## config.mk

```make
export PLATFORM = sky130hd
export DESIGN_NAME = flash_erase_seq
export DESIGN_NICKNAME = d
export VERILOG_FILES = /design/src/rtl/flash_erase_seq.sv
export SDC_FILE = /design/constraint.sdc
export NUM_CORES = 2
export LEC_CHECK = 0
export CORE_ASPECT_RATIO = 0.5
export CORE_MARGIN = 3
export CORE_UTILIZATION = 40
export CTS_BUF_LIST = sky130_fd_sc_hd__clkbuf_2 sky130_fd_sc_hd__clkbuf_4 sky130_fd_sc_hd__clkbuf_8
export CTS_CLUSTER_SIZE = 25
export DETAILED_ROUTE_END_ITERATION = 10
export DONT_BUFFER_PORTS = 1
export PLACE_DENSITY = 0.65
export SYNTH_ARGS = -nofsm -noshare
export SYNTH_HDL_FRONTEND = slang
export SYNTH_SLANG_ARGS = --single-unit
```

## constraint.sdc

```tcl
create_clock -name clk -period 10.45 [get_ports clk]
set_input_delay 2.6125 -clock clk [delete_from_list [all_inputs] [get_ports clk]]
set_output_delay 2.6125 -clock clk [all_outputs]
set_load 0.005 [all_outputs]
```

## src/rtl/flash_erase_seq.sv

```systemverilog
module flash_erase_seq #(
  parameter int SECTORS     = 16,
  parameter int SECT_WORDS  = 4,
  parameter int DATA_W      = 32,
  parameter int ADDR_W      = 12,
  parameter int TIMEOUT_CYC = 6_250_000,
  parameter int PHASE_CYC   = 4
) (
  input  logic              clk,
  input  logic              rst_n,
  input  logic              bus_we,
  input  logic              bus_re,
  input  logic [ADDR_W-1:0] bus_addr,
  input  logic [DATA_W-1:0] bus_wdata,
  output logic [DATA_W-1:0] bus_rdata
);
  localparam int WORDS = SECTORS * SECT_WORDS;
  localparam int OFF_W = $clog2(SECT_WORDS);
  localparam int IDX_W = $clog2(WORDS);
  localparam int TMR_W = $clog2(TIMEOUT_CYC + 1);
  localparam int PH_W  = $clog2(PHASE_CYC + 1);
  localparam int LANES = DATA_W / 8;
  localparam logic [ADDR_W-1:0] KEY_A = ADDR_W'(12'h555);
  localparam logic [ADDR_W-1:0] KEY_B = ADDR_W'(12'h2AA);

  typedef enum logic [3:0] {
    S_READ, S_C1, S_C2, S_C3, S_C4, S_C5, S_WIN, S_PRE, S_VER, S_ERS
  } st_t;

  st_t                st;
  logic [SECTORS-1:0] mask;
  logic [TMR_W-1:0]   tmr;
  logic [IDX_W-1:0]   idx;
  logic [PH_W-1:0]    cnt;
  logic               tgl;
  logic [DATA_W-1:0]  mem [WORDS];
  logic [DATA_W-1:0]  stat;

  function automatic logic [DATA_W-1:0] seed(int i);
    return {LANES{8'(i) ^ 8'h5A}};
  endfunction

  wire [7:0] wd      = bus_wdata[7:0];
  wire       at_a    = bus_addr == KEY_A;
  wire       at_b    = bus_addr == KEY_B;
  wire [SECTORS-1:0] sec_bit = SECTORS'(1) << bus_addr[IDX_W-1:OFF_W];
  wire       flow    = st == S_PRE || st == S_VER || st == S_ERS;
  wire       busy    = flow || st == S_WIN;
  wire       step    = cnt == PH_W'(PHASE_CYC - 1);
  wire       last    = step && idx == IDX_W'(WORDS - 1);
  wire       sel     = mask[idx[IDX_W-1:OFF_W]];

  always_comb begin
    stat = '0;
    for (int l = 0; l < LANES; l++) stat[8*l+3] = flow;
    stat[6] = tgl;
  end

  assign bus_rdata = busy ? stat : mem[bus_addr[IDX_W-1:0]];

  always_ff @(posedge clk or negedge rst_n) begin
    if (!rst_n) begin
      st <= S_READ; mask <= '0; tmr <= '0; idx <= '0; cnt <= '0; tgl <= 1'b0;
    end else begin
      if (busy && bus_re) tgl <= ~tgl;
      case (st)
        S_READ: if (bus_we) st <= (at_a && wd == 8'hAA) ? S_C1 : S_READ;
        S_C1:   if (bus_we) st <= (at_b && wd == 8'h55) ? S_C2 : S_READ;
        S_C2:   if (bus_we) st <= (at_a && wd == 8'h80) ? S_C3 : S_READ;
        S_C3:   if (bus_we) st <= (at_a && wd == 8'hAA) ? S_C4 : S_READ;
        S_C4:   if (bus_we) st <= (at_b && wd == 8'h55) ? S_C5 : S_READ;
        S_C5:
          if (bus_we) begin
            if (at_a && wd == 8'h10) begin
              mask <= '1; idx <= '0; cnt <= '0; st <= S_PRE;
            end else if (wd == 8'h30) begin
              mask <= sec_bit; tmr <= '0; st <= S_WIN;
            end else st <= S_READ;
          end
        S_WIN:
          if (bus_we) begin
            if (wd == 8'h30) begin
              mask <= mask | sec_bit; tmr <= '0;
            end else begin
              mask <= '0; st <= S_READ;
            end
          end else if (tmr == TMR_W'(TIMEOUT_CYC - 1)) begin
            idx <= '0; cnt <= '0; st <= S_PRE;
          end else tmr <= tmr + 1'b1;
        S_PRE, S_VER, S_ERS:
          if (step) begin
            cnt <= '0;
            if (last) begin
              idx <= '0;
              if (st == S_PRE) st <= S_VER;
              else if (st == S_VER) st <= S_ERS;
              else begin
                st <= S_READ; mask <= '0;
              end
            end else idx <= idx + 1'b1;
          end else cnt <= cnt + 1'b1;
        default: st <= S_READ;
      endcase
    end
  end

  always_ff @(posedge clk or negedge rst_n) begin
    if (!rst_n) begin
      for (int i = 0; i < WORDS; i++) mem[i] <= seed(i);
    end else if (step && sel) begin
      if (st == S_PRE) mem[idx] <= '0;
      else if (st == S_ERS) mem[idx] <= '1;
    end
  end


  mask_clear_chk: assert property (@(posedge clk) disable iff (!rst_n)
    !busy |-> mask == '0);


  win_mask_chk: assert property (@(posedge clk) disable iff (!rst_n)
    st == S_WIN |-> mask != '0);


  timer_bound_chk: assert property (@(posedge clk) disable iff (!rst_n)
    st == S_WIN |-> tmr < TMR_W'(TIMEOUT_CYC));


  flow_hold_chk: assert property (@(posedge clk) disable iff (!rst_n)
    (flow && !(st == S_ERS && last)) |=> ($stable(mask) && flow));


  verify_zero_chk: assert property (@(posedge clk) disable iff (!rst_n)
    (st == S_VER && sel) |-> mem[idx] == '0);


  toggle_chk: assert property (@(posedge clk) disable iff (!rst_n)
    (busy && bus_re) |=> tgl != $past(tgl));


  status_b7_chk: assert property (@(posedge clk) disable iff (!rst_n)
    busy |-> bus_rdata[7] == 1'b0);
endmodule

```

==> impl_metrics.env <==
export IMPL_hpwl_um=19800
export IMPL_outcome="finished, final reports clean"
export IMPL_worst_path_largest_cell_delay_ns=0.58
export IMPL_start_util_pct=41.6
export IMPL_holdCritPathClass="reg2reg"
export IMPL_crit_required_ns=7.84
export IMPL_clk_latency_ns=0.52
export IMPL_chipHeight_um=125
export IMPL_grt_pass1_wl_um=46700
export IMPL_vias=8451
export IMPL_grt_usage_pct=19.5
export IMPL_wl_per_cell_um=21.2
export IMPL_maxSlewViolCount=0
export IMPL_clock_skew_ns=0.0141
export IMPL_fp_coreArea_mm2=0.0271
export IMPL_drc_errors=0
export IMPL_antenna_found_initial=0
export IMPL_slew_headroom_pct=20.8
export IMPL_cts_tree="done"
export IMPL_r2r_cells=7
export IMPL_routed_wl_um=29100
export IMPL_holdPathStages=1
export IMPL_synth_common_cells="135 x mux2_2, 117 x dfrtp_1, 99 x nor2_1"
export IMPL_syn_avg_cell_area_um2=10.6
export IMPL_cts_buffer_depth=2
export IMPL_h_tree_depth=4
export IMPL_synth_top_cell_area_share_pct=26.0
export IMPL_drtIter0Drc=832
export IMPL_yosysSeqAreaShare_pct=41.0
export IMPL_clk_pin_slew_ns=0.10
export IMPL_min_period_over_period_pct=69.1
export IMPL_worstSetupStartpointType="input pin"
export IMPL_area_delta_synth_final_pct=4.09
export IMPL_place_gp_congestion=0.915
export IMPL_worstPathCellList="mux4_2 > o22a_1 > a21oi_1 > a211oi_1 > a2111oi_0 > buf_4 > nor2_1"
export IMPL_cts_setup_buffers=0
export IMPL_std_cell_rows=42
export IMPL_gr_total_overflow=0
export IMPL_synth_cell_area_mm2=0.0113
export IMPL_crit_slowest_cell="a2111oi_0"
export IMPL_p_per_area_mw_per_mm2=108
export IMPL_cap_viol_max_count=0
export IMPL_layout_nets=1036
export IMPL_vias_per_cell=6.16
export IMPL_cts_root_buffer="clkbuf_8"
export IMPL_ant_nets=0
export IMPL_synth_seq_cells=181
export IMPL_diodes=0
export IMPL_critical_path_peak_fanout=89
export IMPL_syn_nets=1108
export IMPL_drive_gt1_share_pct=30.3
export IMPL_placedCellCount=1340
export IMPL_min_period_ns=7.23
export IMPL_hold_viol_final=0
export IMPL_grt_max_degree=182
export IMPL_ys_warnings_count=0
export IMPL_cts_resized_gates=0
export IMPL_die_w_um=243
export IMPL_async_flop_share_pct=100
export IMPL_port_buffers=0
export IMPL_instances_no_fill=1372
export IMPL_fmax_ghz=0.138
export IMPL_grt_setup_unrepaired="false"
export IMPL_synth_edff_count=0
export IMPL_yosys_area_top_type="dfrtp_1"
export IMPL_ir_worst_vdd_v=0.0000751
export IMPL_fp_dieArea_mm2=0.0303
export IMPL_critical_path_arrival_ns=4.61
export IMPL_clkSinkCount=181
export IMPL_final_setup_tns_ns=0
export IMPL_yosysMostFrequentCell="mux2_2"
export IMPL_ys_types=72
export IMPL_synth_cells=1057
export IMPL_grt_pass1_vias=8241
export IMPL_setup_viol=0
export IMPL_numCtsBuffers=17
export IMPL_hold_buffers=0
export IMPL_worst_slew_pin_slew_ns=1.19
export IMPL_p_leak_nw=4.79
export IMPL_endpoint_kind="output pin"
export IMPL_synth_flop_cell="dfrtp_1"
export IMPL_path_class="in2out"
export IMPL_io_pins=80
export IMPL_synth_area_leaders="dfrtp_1 26%, dfstp_2 15%, mux2_2 14%"
export IMPL_firstDrtPassIters=5
-- stage by stage --
| stage | hold slack, ns | util, % | instance area (um2) | total power, mW | setup slack, ns |
|---|---|---|---|---|---|
| global route | 0.511 | 43.3 | 11700 | 1.31 | 3.26 |
| global placement | 0.461 | 41.7 | 11300 | 0.758 | 3.42 |
| finish | 0.494 | 43.3 | 11700 | 1.26 | 3.22 |
| floorplan | 0.445 | - | 11300 | 0.776 | 3.14 |
| detailed placement | 0.471 | 41.7 | 11300 | 0.759 | 3.37 |
| CTS | 0.489 | 43.3 | 11700 | 1.28 | 3.37 |
-- area by class of cell --
type	count	area, um2
fillers	2498	15400
multi-input cells	768	6120
flip-flops and latches	181	4610
well taps	374	468
clock buffers	17	234
clock inverters	15	191
repair buffers	7	52.6
inverters	10	37.5
-- per-layer routing --
metal | global-route usage, % | part of all wire, % | up-vias
met5 | 0 | 0 | -
met1 | 25.7 | 43 | 4272
li1 | - | - | 3791
met3 | 4.69 | 6.6 | 60
met2 | 31.2 | 48 | 328
met4 | 7.40 | 2.8 | 0
-- worst paths after layout --
kind	from	to	slack, ns
setup / recovery	bus_addr[1]	bus_rdata[30]	3.22
hold / removal	tgl$_DFFE_PN0P_	tgl$_DFFE_PN0P_	0.49
setup reg to reg	st[1]$_DFFE_PN0P_	mask[1]$_DFFE_PN0P_	7.13
hold reg to reg	tgl$_DFFE_PN0P_	tgl$_DFFE_PN0P_	0.49
max in group asynchronous	rst_n	asynchronous set/reset pin	8.28
min in group asynchronous	rst_n	tmr[11]$_DFFE_PN0P_	1.78
-- placed cells by master, fill, tap and decap left out, types with 7 or more instances in the layout --
cell type	n
a211oi_1	11
a21oi_1	36
a22o_1	12
a31oi_1	13
and2_1	7
and3_1	8
buf_4	7
clkbuf_8	17
dfrtp_1	117
dfstp_2	64
inv_1	7
mux2_2	135
mux2i_1	52
mux4_2	45
nand2_1	82
nand2b_1	10
nand3_1	23
nand4_1	16
nor2_1	99
nor2b_1	15
nor3_1	17
o21ai_0	47
o22ai_1	16
o31ai_1	25
or2_2	9
or3_1	8
-- cell families after synthesis --
group | synth area share, %
fa+ha+maj | 0.334
mux | 27.1
buf+inv | 4.69
compound gates | 11.7
xor+xnor | 0.156
flops | 41.0
simple gates | 15.0
-- critical path, delay by kind of cell --
kind            cells  cell delay [ns]
mux                 1             0.51
simple gates        1             0.09
compound gates      4             1.10
buf+inv             1             0.25
-- power by group --
part           switching (mW)  total (mW)  leakage [nW]  internal [mW]
logic                  0.0251      0.0455          2.32         0.0204
clock network           0.293       0.516         0.212          0.223
registers        0.0000000320       0.701          2.26          0.701
total                   0.318        1.26          4.79          0.945
No activity file was read; power rests on OpenSTA's default activity.
